**src/rtl/sb_pkg.sv**
```systemverilog
package sb_pkg;
  typedef enum logic [1:0] {
    PH_IDLE     = 2'd0,
    PH_WAIT_OPS = 2'd1,
    PH_EXEC     = 2'd2,
    PH_DONE     = 2'd3
  } phase_e;

  function automatic logic operand_clear(input logic ready_flag);
    return ready_flag;
  endfunction
endpackage

```
**src/rtl/sb_unit_entry.sv**
```systemverilog
module sb_unit_entry
  import sb_pkg::*;
#(
  parameter int REG_W = 3,
  parameter int Q_W   = 3,
  parameter int NONE  = 4
) (
  input  logic             clk,
  input  logic             rst_n,
  input  logic             alloc,
  input  logic [REG_W-1:0] a_dst,
  input  logic [REG_W-1:0] a_src1,
  input  logic [REG_W-1:0] a_src2,
  input  logic [Q_W-1:0]   a_q1,
  input  logic [Q_W-1:0]   a_q2,
  input  logic             rd_go,
  input  logic             done_in,
  input  logic             wr_go,
  input  logic             wake_valid,
  input  logic [Q_W-1:0]   wake_id,
  output phase_e           phase_o,
  output logic [REG_W-1:0] fi_o,
  output logic [REG_W-1:0] fj_o,
  output logic [REG_W-1:0] fk_o,
  output logic             rj_o,
  output logic             rk_o
);
  localparam logic [Q_W-1:0] QNONE = Q_W'(NONE);

  phase_e           phase;
  logic [REG_W-1:0] fi, fj, fk;
  logic [Q_W-1:0]   qj, qk;
  logic             rj, rk;

  always_ff @(posedge clk) begin
    if (!rst_n) begin
      phase <= PH_IDLE;
      fi <= '0; fj <= '0; fk <= '0;
      qj <= QNONE; qk <= QNONE;
      rj <= 1'b0; rk <= 1'b0;
    end else if (alloc) begin
      phase <= PH_WAIT_OPS;
      fi <= a_dst; fj <= a_src1; fk <= a_src2;
      qj <= a_q1;  qk <= a_q2;
      rj <= (a_q1 == QNONE);
      rk <= (a_q2 == QNONE);
    end else begin
      unique case (phase)
        PH_WAIT_OPS: begin
          if (rd_go) begin
            phase <= PH_EXEC;
            rj <= 1'b0;
            rk <= 1'b0;
          end else begin
            if (wake_valid && qj == wake_id) begin
              qj <= QNONE;
              rj <= 1'b1;
            end
            if (wake_valid && qk == wake_id) begin
              qk <= QNONE;
              rk <= 1'b1;
            end
          end
        end
        PH_EXEC: if (done_in) phase <= PH_DONE;
        PH_DONE: if (wr_go) phase <= PH_IDLE;
        default: ;
      endcase
    end
  end

  assign phase_o = phase;
  assign fi_o = fi;
  assign fj_o = fj;
  assign fk_o = fk;
  assign rj_o = rj;
  assign rk_o = rk;
endmodule

```
**src/rtl/sb_regstat.sv**
```systemverilog
module sb_regstat #(
  parameter int NUM_REG = 8,
  parameter int REG_W   = 3,
  parameter int Q_W     = 3,
  parameter int NONE    = 4
) (
  input  logic             clk,
  input  logic             rst_n,
  input  logic             set_en,
  input  logic [REG_W-1:0] set_idx,
  input  logic [Q_W-1:0]   set_val,
  input  logic             clr_en,
  input  logic [REG_W-1:0] clr_idx,
  input  logic [REG_W-1:0] look_a,
  input  logic [REG_W-1:0] look_b,
  input  logic [REG_W-1:0] look_c,
  output logic [Q_W-1:0]   val_a,
  output logic [Q_W-1:0]   val_b,
  output logic [Q_W-1:0]   val_c
);
  logic [Q_W-1:0] owner [NUM_REG];

  for (genvar r = 0; r < NUM_REG; r++) begin : g_reg
    always_ff @(posedge clk) begin
      if (!rst_n) owner[r] <= Q_W'(NONE);
      else if (set_en && set_idx == REG_W'(r)) owner[r] <= set_val;
      else if (clr_en && clr_idx == REG_W'(r)) owner[r] <= Q_W'(NONE);
    end
  end

  assign val_a = owner[look_a];
  assign val_b = owner[look_b];
  assign val_c = owner[look_c];
endmodule

```
**src/rtl/sb_prio_pick.sv**
```systemverilog
module sb_prio_pick #(
  parameter int N = 4
) (
  input  logic [N-1:0] req,
  output logic [N-1:0] gnt
);
  function automatic logic [N-1:0] lowest_set(input logic [N-1:0] v);
    logic [N-1:0] r;
    logic         found;
    r = '0;
    found = 1'b0;
    for (int i = 0; i < N; i++) begin
      if (v[i] && !found) begin
        r[i]  = 1'b1;
        found = 1'b1;
      end
    end
    return r;
  endfunction

  assign gnt = lowest_set(req);
endmodule

```
**src/rtl/sb_scoreboard.sv**
```systemverilog
module sb_scoreboard
  import sb_pkg::*;
#(
  parameter int NUM_FU  = 4,
  parameter int NUM_REG = 8,
  localparam int FU_W   = $clog2(NUM_FU),
  localparam int REG_W  = $clog2(NUM_REG)
) (
  input  logic              clk,
  input  logic              rst_n,
  input  logic              disp_valid,
  input  logic [FU_W-1:0]   disp_class,
  input  logic [REG_W-1:0]  disp_dst,
  input  logic [REG_W-1:0]  disp_src1,
  input  logic [REG_W-1:0]  disp_src2,
  output logic              disp_ready,
  input  logic [NUM_FU-1:0] exec_done,
  output logic [NUM_FU-1:0] rd_grant,
  output logic [NUM_FU-1:0] wr_grant
);
  localparam int Q_W  = $clog2(NUM_FU + 1);
  localparam int NONE = NUM_FU;
  localparam logic [Q_W-1:0] QNONE = Q_W'(NONE);

  phase_e           u_phase [NUM_FU];
  logic [REG_W-1:0] u_fi [NUM_FU];
  logic [REG_W-1:0] u_fj [NUM_FU];
  logic [REG_W-1:0] u_fk [NUM_FU];
  logic [NUM_FU-1:0] u_rj, u_rk;

  logic [NUM_FU-1:0] unit_busy, war_block, wr_ready;
  logic [Q_W-1:0]    q_src1, q_src2, q_dst, q1_eff, q2_eff;
  logic              disp_fire, wr_any;
  logic [Q_W-1:0]    wr_id;
  logic [REG_W-1:0]  wr_reg;

  // Per-unit status entries
  for (genvar u = 0; u < NUM_FU; u++) begin : g_unit
    sb_unit_entry #(.REG_W(REG_W), .Q_W(Q_W), .NONE(NONE)) u_entry (
      .clk(clk), .rst_n(rst_n),
      .alloc(disp_fire && disp_class == FU_W'(u)),
      .a_dst(disp_dst), .a_src1(disp_src1), .a_src2(disp_src2),
      .a_q1(q1_eff), .a_q2(q2_eff),
      .rd_go(rd_grant[u]), .done_in(exec_done[u]), .wr_go(wr_grant[u]),
      .wake_valid(wr_any), .wake_id(wr_id),
      .phase_o(u_phase[u]), .fi_o(u_fi[u]), .fj_o(u_fj[u]), .fk_o(u_fk[u]),
      .rj_o(u_rj[u]), .rk_o(u_rk[u])
    );
    assign unit_busy[u] = (u_phase[u] != PH_IDLE);
    assign rd_grant[u]  = (u_phase[u] == PH_WAIT_OPS) &&
                          operand_clear(u_rj[u]) && operand_clear(u_rk[u]);
    assign wr_ready[u]  = (u_phase[u] == PH_DONE) && !war_block[u];
  end

  // Write-after-read: another unit still needs the old value of our destination
  always_comb begin
    war_block = '0;
    for (int u = 0; u < NUM_FU; u++) begin
      for (int v = 0; v < NUM_FU; v++) begin
        if (v != u && unit_busy[v] &&
            ((u_fj[v] == u_fi[u] && u_rj[v]) || (u_fk[v] == u_fi[u] && u_rk[v])))
          war_block[u] = 1'b1;
      end
    end
  end

  sb_prio_pick #(.N(NUM_FU)) u_pick (.req(wr_ready), .gnt(wr_grant));

  always_comb begin
    wr_id  = QNONE;
    wr_reg = '0;
    for (int u = 0; u < NUM_FU; u++) begin
      if (wr_grant[u]) begin
        wr_id  = Q_W'(u);
        wr_reg = u_fi[u];
      end
    end
  end
  assign wr_any = |wr_grant;

  sb_regstat #(.NUM_REG(NUM_REG), .REG_W(REG_W), .Q_W(Q_W), .NONE(NONE)) u_regs (
    .clk(clk), .rst_n(rst_n),
    .set_en(disp_fire), .set_idx(disp_dst), .set_val(Q_W'(disp_class)),
    .clr_en(wr_any), .clr_idx(wr_reg),
    .look_a(disp_src1), .look_b(disp_src2), .look_c(disp_dst),
    .val_a(q_src1), .val_b(q_src2), .val_c(q_dst)
  );

  // A producer granted write this cycle leaves the register file current
  assign q1_eff = (wr_any && q_src1 == wr_id) ? QNONE : q_src1;
  assign q2_eff = (wr_any && q_src2 == wr_id) ? QNONE : q_src2;

  assign disp_ready = !unit_busy[disp_class] && (q_dst == QNONE);
  assign disp_fire  = disp_valid && disp_ready;
endmodule

```
**config.mk**
```make
export PLATFORM = sky130hd
export DESIGN_NAME = sb_scoreboard
export DESIGN_NICKNAME = d
export VERILOG_FILES = /design/src/rtl/sb_pkg.sv /design/src/rtl/sb_unit_entry.sv /design/src/rtl/sb_regstat.sv /design/src/rtl/sb_prio_pick.sv /design/src/rtl/sb_scoreboard.sv
export SDC_FILE = /design/constraint.sdc
export NUM_CORES = 1
export LEC_CHECK = 0
export BUFFER_PORTS_ARGS = -buffer_cell sky130_fd_sc_hd__buf_2
export CAP_MARGIN = 20
export CORE_UTILIZATION = 55
export DETAILED_ROUTE_END_ITERATION = 8
export PLACE_DENSITY = 0.73
export SLEW_MARGIN = 20
export SYNTH_ARGS = -nofsm -noshare
export SYNTH_HDL_FRONTEND = slang
export SYNTH_SLANG_ARGS = --single-unit
export TNS_END_PERCENT = 20
```
**constraint.sdc**
```tcl
create_clock -name clk -period 4.95 [get_ports clk]
set_input_delay 0.99 -clock clk [delete_from_list [all_inputs] [get_ports clk]]
set_output_delay 0.99 -clock clk [all_outputs]
set_load 0.005 [all_outputs]
```
==> results of run 1 <==
==> layout make-up <==
class,instances,area (um2)
sequential,100,2240
inverter,22,82.6
clock inverter,7,83.8
tap,140,175
timing repair buffer,30,160
fill,962,4390
multi-input combinational,527,3580
clock buffer,9,225
==> sequential cells by signal, indices dropped and copies added, names as in the netlist <==
register                cells
u_regs.owner               24
g_unit.u_entry.fj_o        12
g_unit.u_entry.phase_o      8
g_unit.u_entry.rj_o         4
g_unit.u_entry.qk          12
g_unit.u_entry.fi_o        12
g_unit.u_entry.rk_o         4
g_unit.u_entry.qj          12
g_unit.u_entry.fk_o        12
==> how the worst max path moves through the flow <==
stage,startpoint,to,slack (ns),cells after the start
floorplan,disp_dst[1],u_regs.owner[1][0],1.69,7
global placement,disp_dst[1],g_unit[2].u_entry.rj_o,0.72,9
detailed placement,disp_dst[1],g_unit[0].u_entry.qk[1],0.61,9
CTS,g_unit[0].u_entry.fi_o[2],u_regs.owner[4][2],0.92,9
global route,g_unit[0].u_entry.fi_o[2],u_regs.owner[4][2],0.69,9
finish,g_unit[0].u_entry.fi_o[2],u_regs.owner[4][2],0.76,9
==> layout by cell type, fill, tap and decap left out, drive strengths merged, types with 11 or more instances in the layout <==
cell type	n
a31oi	17
a21oi	55
nand4	29
inv	24
nor3	11
edfxtp	24
mux2i	11
nor2	58
dfxtp	76
xnor2	74
buf	30
nand3	17
nand2	94
mux4	13
==> worst reg2reg max path: stages, from the launching register on <==
cell and delay (ns):
dfxtp_1 0.68, xnor2_1 0.14, nand4_1 0.12, a21oi_1 0.10, or4_1 0.93, inv_2 0.45, a21oi_1 0.09, o2bb2ai_1 0.23
a221o_1 0.40, o311ai_1 0.68
==> power by group <==
part	switching (mW)	internal, mW	total [mW]
registers	0.0264	0.851	0.877
logic	0.111	0.0656	0.176
clock network	0.339	0.401	0.740
total	0.476	1.32	1.79
==> per-stage QoR <==
step	hold WS (ns)	instance area [um2]
after global routing	0.509	6550
after floorplan	0.449	6200
after detailed placement	0.471	6240
after CTS	0.485	6550
after global placement	0.460	6240
final	0.487	6550
==> logic make-up after synthesis <==
logic type                count (synthesis)  share of synthesized area, %
muxes                                    30                          7.58
DFF                                     100                          36.1
xor gates and xnor gates                 80                          11.3
and+or+nand+nor                         259                          21.0
AOI/OAI and AO/OA                       158                          17.8
buffers and inverters                    76                          6.19
==> routing by layer <==
layer / track usage, % / share of wire, % / up-vias
li1: - / - / 2533
met1: 41.8 / 41 / 2646
met2: 52.0 / 46 / 315
met3: 8.14 / 9.2 / 62
met4: 16.7 / 4.3 / 0
met5: 0 / 0 / -
==> results.md, run 1 <==
- WP data required: 4.94 ns
- Synth cell count leaders: nand2_1, dfxtp_1, xnor2_1, nor2_1, a21oi_1
- Worst path top cell family by delay: compound AO/OA/AOI/OAI gates
- Reg2reg start: g_unit[0].u_entry.fi_o[2]
- Crit path cell chain: xnor2_1, nand4_1, a21oi_1, or4_1, inv_2, a21oi_1, o2bb2ai_1, a221o_1, o311ai_1
- Worst hold start: g_unit[1].u_entry.qj[2]
- Leak Pwr: 2.16 nW
- Largest area contributor in the netlist: dfxtp_1
- First-pass GRT wire length: 28,700 um
- Layout Utilization: 59.9%
- Clk_lat worst skew: 0.36 ns
- Top cells by area, synth: dfxtp_1, edfxtp_1, xnor2_1
- Die height: 108 um
- Clk root buf: clkbuf_16
- Peak VDD IR: 0.291 mV
- ANT nets after route: 0
- Synthesized flop and latch total: 100
- Total track usage: 33.0%
- Synth Net Count: 721
- Post_cts resized: 0
- Mapped Cells: 703
- Ant. Diodes: 0
- DP Worst Slack: 0.612 ns
- Overall power: 1.79 mW
- Core Area: 10,900 um2
- Post-Route WL: 18,400 um
- FF-to-FF End: u_regs.owner[4][2]
- Via Count: 5,556
- Worst Setup Path Type: register to register
- Remaining DRCs: 0
- Main flop type after synthesis: dfxtp_1
- Number of global-route vias before repair: 5,248
- Maximum fanout along the worst path: 19
- Most frequent cell after synthesis: nand2_1
- DIE WIDTH: 108 um
- Post-Syn Area: 6200 um2
- Setup TNS: 0 ns
- Worst slew margin: 25.9%
- Antenna violations before repair: 0
- Maximum clock rate: 239 MHz
- Clock buffer depth: 2
- Fin crit period: 4.19 ns
- PnR worst setup slack: 0.764 ns
- Layout Nets: 708
- Area growth syn-to-layout: 5.53%
- Setup Skew: 0.00677 ns
- Non-Filler Instances: 835
- Hold WC Path Type: register to register
- Final slew viol count: 0
- Outcome: completed
- Synthesis Warnings: 0
- Pwr Density: 274 nW/um2
- DR vias/cell: 6.65
- Unrepaired setup endpoints after global routing: false
- Clock tree sinks: 100
- Syn Area/Cell: 8.82 um2
- # Post-CTS Setup Buffers: 0
- Async set-or-reset flop fraction in the synthesized netlist: 0%
- Cell variety after synth: 75
- Post-placement cell count: 819
- RD Place Congestion: 0.935
- Max-Cap Viols: 0
- Rows: 38
- Share of layout cells above drive strength 1: 11.8%
- Slew @ Worst Pin: 1.10 ns
- Total CTS buffers: 9
- Critical path buffers and inverters: 1
- Reg2Reg Depth: 9
- Hold-fix buffers, CTS: 0
- Critical Path Max Stage Delay: 0.93 ns
- Reg2reg setup slack: 0.76 ns
- First DRT Iteration DRCs: 598
- First-pass DRT Iterations: 6
- Final hold vios: 0
- Hold Crit Depth: 2
- CTS clk-pin slew, worst paths: 0.07 ns
- Crit path DAT: 4.18 ns
- TritonCTS clock tree: built
- Crit-path slowest cell: or4_1
- Final critical-path share of the clock period: 84.6%
- Gr ovfl total: 0
- Port Buffers: 26
- Full die area: 11,700 um2
- Io pins: 27
- Crit end category: register
- Min-Delay Endpoint: g_unit[1].u_entry.qj[2]
- Largest net degree at the start of global routing: 34
- # setup viols final: 0
- H-Tree Depth: 3
- Starting Density: 56.7%
- EDFF count, synth: 24
- Area share of the largest cell type after synthesis: 24.5%
- Critical Path Most Common Cell: a21oi_1
- Dpl hpwl: 13,300 um
- DR WL/cell: 22.0 um
- Seq/Total Area, Yosys: 36.1%
- CP Launch Type: register
(Power assumes the default switching activity.)
==> run 2, diff against run 1 <==
==> constraint.sdc (replaced) <==
create_clock -name clk -period 4.1 [get_ports clk]
set_input_delay 0.82 -clock clk [delete_from_list [all_inputs] [get_ports clk]]
set_output_delay 0.82 -clock clk [all_outputs]
set_load 0.005 [all_outputs]
==> results.md, run 2 (synthesized netlist as in run 1, its figures left out) <==
- Worst Setup Path Type: register to register
- Antenna violations before repair: 0
- GR Util met1: 43.3%
- Total track usage: 32.9%
- Global routing usage on met3: 8.02%
- Rows: 38
- Largest net degree at the start of global routing: 47
- Remaining DRCs: 0
- H-Tree Depth: 3
- Slew @ Worst Pin: 0.874 ns
- Full die area: 11,700 um2
- DR vias/cell: 6.65
- Post_cts resized: 0
- Final hold vios: 0
- CP Launch Type: register
- Critical Path Max Stage Delay: 0.71 ns
- Clk_lat worst skew: 0.36 ns
- Pwr Density: 313 nW/um2
- Dpl hpwl: 13,700 um
- Port Buffers: 26
- Gr ovfl total: 0
- Hold-fix buffers, CTS: 0
- ANT nets after route: 0
- Crit path cell chain: xnor2_1, nand4_1, a21oi_1, or4_1, nor2_1, a221oi_1, o21ai_0, o31ai_1
- Gr busiest metal: met2
- Clock tree sinks: 100
- Number of global-route vias before repair: 5,199
- Most frequent cells in the layout: nand2_1, dfxtp_1, xnor2_1
- Setup Skew: 0.00912 ns
- Layout Utilization: 60.0%
- Starting Density: 56.7%
- Final critical-path share of the clock period: 92.1%
- Max-Cap Viols: 0
- Top reg by flops: u_regs.owner
- Commonest non-fill, non-tap cell in the layout: nand2_1
- DP Worst Slack: 0.393 ns
- CTS clk-pin slew, worst paths: 0.07 ns
- Crit path DAT: 3.77 ns
- # setup viols final: 0
- Via Count: 5,605
- Area growth syn-to-layout: 5.73%
- Total CTS buffers: 9
- First-pass GRT wire length: 28,500 um
- Maximum clock rate: 265 MHz
- Final slew viol count: 0
- PnR worst setup slack: 0.322 ns
- Unrepaired setup endpoints after global routing: false
- DR WL/cell: 21.8 um
- Crit end category: register
- Non-Filler Instances: 843
- Crit-path slowest cell: o31ai_1
- TritonCTS clock tree: built
- Layout Nets: 716
- Core Area: 10,900 um2
- Overall power: 2.06 mW
- DIE WIDTH: 108 um
- Io pins: 27
- Post-placement cell count: 827
- WP data required: 4.10 ns
- Outcome: completed
- Die height: 108 um
- Leak Pwr: 2.18 nW
- Maximum fanout along the worst path: 8
- Ant. Diodes: 0
- Peak VDD IR: 0.366 mV
- Clk root buf: clkbuf_16
- Share of layout cells above drive strength 1: 12.1%
- First DRT Iteration DRCs: 593
- Grt met2 use: 50.8%
- Clock buffer depth: 2
- Post-Route WL: 18,400 um
- Max reg flops: 24
- # Post-CTS Setup Buffers: 0
- Hold WC Path Type: register to register
- RD Place Congestion: 1.06
- Worst slew margin: 41.6%
- Setup TNS: 0 ns
- Fin crit period: 3.78 ns
- First-pass DRT Iterations: 5
-- run 2: changes by cell type in the layout (fill, tap and decap cells not counted), sizes merged --
cell	previous run	this run
clkinvlp	1	0
clkinv	3	6
inv	24	21
bufinv	1	0
buf	30	38
clkbuf	9	11
-- run 2: area by class of cell --
class	instances	area (um2)
Sequential cell	100	2240
Inverter	22	82.6
Fill cell	944	4380
Timing Repair Buffer	38	220
Clock inverter	5	28.8
Tap cell	140	175
Clock buffer	11	233
Multi-Input combinational cell	527	3580
-- run 2: path summary, 6_finish.rpt --
kind	startpoint	endpoint	slack, ns	depth (start not counted)
setup / recovery	g_unit[2].u_entry.fi_o[2]	u_regs.owner[5][1]	0.32	8
hold / removal	g_unit[2].u_entry.qj[2]	g_unit[2].u_entry.qj[2]	0.48	2
setup reg to reg	g_unit[2].u_entry.fi_o[2]	u_regs.owner[5][1]	0.32	8
hold reg to reg	g_unit[2].u_entry.qj[2]	g_unit[2].u_entry.qj[2]	0.48	2
-- run 2: worst max-delay path, delay by kind of cell, from the launching register on --
kind,cells,cell delay [ns]
compound gates,4,1.84
simple gates,3,0.69
flops,1,0.68
xor+xnor,1,0.18
-- run 2: metal layers --
layer,wire (um),vias to the layer above
li1,-,2538
met1,7660,2706
met2,8330,305
met3,1680,56
met4,679,0
met5,0,-
-- run 2: power by group --
group	total [mW]	internal, mW	switching (mW)
registers	1.06	1.03	0.0308
logic	0.217	0.0820	0.135
clock network	0.779	0.408	0.372
total	2.06	1.52	0.538
-- run 2: stage by stage --
step / hold WS (ns) / cell area, um2
6_report: 0.481 / 6560
2_1_floorplan: 0.449 / 6200
3_5_place_dp: 0.466 / 6300
3_3_place_gp: 0.462 / 6300
4_1_cts: 0.478 / 6560
5_1_grt: 0.513 / 6560
==> run 3, diff against run 2 <==
--- a/config.mk
+++ b/config.mk
@@ -9,6 +9,7 @@
 export CAP_MARGIN = 20
 export CORE_UTILIZATION = 55
 export DETAILED_ROUTE_END_ITERATION = 8
+export MAX_ROUTING_LAYER = met4
 export PLACE_DENSITY = 0.73
 export SLEW_MARGIN = 20
 export SYNTH_ARGS = -nofsm -noshare
==> results.md, run 3 (synthesized netlist as in run 1, its figures left out) <==
- Post-DP Area: 6300 um2
- DR vias/cell: 6.71
- Number of global-route vias before repair: 5,251
- Crit end category: output port
- PnR worst setup slack: 0.452 ns
- Sequential Area: 2240 um2
- Outcome: completed
- Critical path buffers and inverters: 2
- Maximum clock rate: 274 MHz
- First-pass GRT wire length: 28,600 um
- WP data required: 3.28 ns
- Largest net degree at the start of global routing: 48
- Crit path cell chain: xnor2_1, nand4_1, a21oi_1, or4_1, nand4_2, inv_1, buf_2
- Setup Skew: 0.00813 ns
- Worst path depth: 7
- Clk root buf: clkbuf_16
- Final slew viol count: 0
- Critical Path Max Stage Delay: 0.66 ns
- Antenna violations before repair: 0
- Reg2Reg Depth: 9
- Crit path DAT: 2.83 ns
- Clock buffer depth: 2
- Area growth syn-to-layout: 6.64%
- First DRT Iteration DRCs: 625
- Final critical-path share of the clock period: 89.0%
- ANT nets after route: 0
- Clock tree sinks: 100
- Commonest non-fill, non-tap cell in the layout: nand2_1
- Max reg flops: 24
- Max-Cap Viols: 0
- Post-Route WL: 18,400 um
- Full die area: 11,700 um2
- Slew @ Worst Pin: 0.814 ns
- Unrepaired setup endpoints after global routing: false
- RD Place Congestion: 1.01
- Worst Setup Path Type: register to output port
- Multi-input logic area: 3580 um2
- Fin crit period: 3.65 ns
- Leak Pwr: 2.21 nW
- Top reg by flops: u_regs.owner
- Hold-fix buffers, CTS: 0
- H-Tree Depth: 3
- Worst path top cell family by delay: simple AND/OR/NAND/NOR gates
- Post-placement cell count: 828
- Layout Nets: 717
- Core Area: 10,900 um2
- DP Worst Slack: 0.344 ns
- Via Count: 5,661
- Worst slew margin: 45.6%
- Share of layout cells above drive strength 1: 12.9%
- Gr ovfl total: 0
- CP Launch Type: register
- Final hold vios: 0
- TritonCTS clock tree: built
- Ant. Diodes: 0
- Total track usage: 34.0%
- Layout Utilization: 60.5%
- Hold WC Path Type: register to register
- First-pass DRT Iterations: 6
- DR WL/cell: 21.7 um
- Maximum fanout along the worst path: 8
- Post_cts resized: 0
- Peak VDD IR: 0.398 mV
- Pwr Density: 326 nW/um2
- Rows: 38
- Final Instance Area: 6620 um2
- Hold Crit Depth: 2
- Die height: 108 um
- Remaining DRCs: 0
- Dpl hpwl: 13,600 um
- Clk_lat worst skew: 0.36 ns
- # setup viols final: 0
- CTS clk-pin slew, worst paths: 0.07 ns
- Total CTS buffers: 9
- # Post-CTS Setup Buffers: 0
- Starting Density: 56.7%
- Io pins: 27
- DIE WIDTH: 108 um
- FILL cells: 975
- Setup TNS: 0 ns
- Non-Filler Instances: 844
- Port Buffers: 26
- Crit-path slowest cell: dfxtp_1
- Most frequent cells in the layout: nand2_1, dfxtp_1, xnor2_1
[run 3: worst reg2reg max path: cells and delay by family, from the launching register on]
family | cells | cell delay (ns)
compound gates | 3 | 1.25
simple gates | 4 | 0.89
flops | 1 | 0.66
buf+inv | 1 | 0.23
xor+xnor | 1 | 0.20
[run 3: routing by layer]
metal,routed length [um],part of all wire [%],GRT usage (%),vias up
met5,0,0,-,-
met4,956,5.2,19.8,0
met3,1860,10,7.29,79
met2,8060,44,49.7,339
met1,7480,41,43.3,2698
li1,-,-,-,2545
[run 3: power by group]
group	leakage, nW	switching, mW	internal (mW)	total (mW)
registers	0.835	0.0318	1.03	1.06
logic	1.22	0.134	0.0828	0.217
clock network	0.151	0.387	0.496	0.883
[run 3: cell type report]
class	instances	area share (%)
multi-input cells	527	54.1
repair buffers	39	3.44
clock buffers	10	3.61
clock inverters	6	1.08
flip-flops and latches	100	33.9
well taps	140	2.65
inverters	22	1.25
[run 3: worst paths after layout]
path / endpoint / from / slack, ns
worst max-delay path: wr_grant[3] / g_unit[2].u_entry.fi_o[0] / 0.45
worst min-delay path: g_unit[2].u_entry.qj[2] / g_unit[2].u_entry.qj[2] / 0.48
worst max register to register: u_regs.owner[4][2] / g_unit[2].u_entry.fi_o[0] / 0.52
worst min register to register: g_unit[2].u_entry.qj[2] / g_unit[2].u_entry.qj[2] / 0.48
[run 3: per-stage QoR]
step	power (mW)	hold WS, ns
floorplan	1.22	0.449
global placement	1.29	0.463
detailed placement	1.29	0.468
CTS	2.17	0.480
global route	2.22	0.498
finish	2.16	0.478
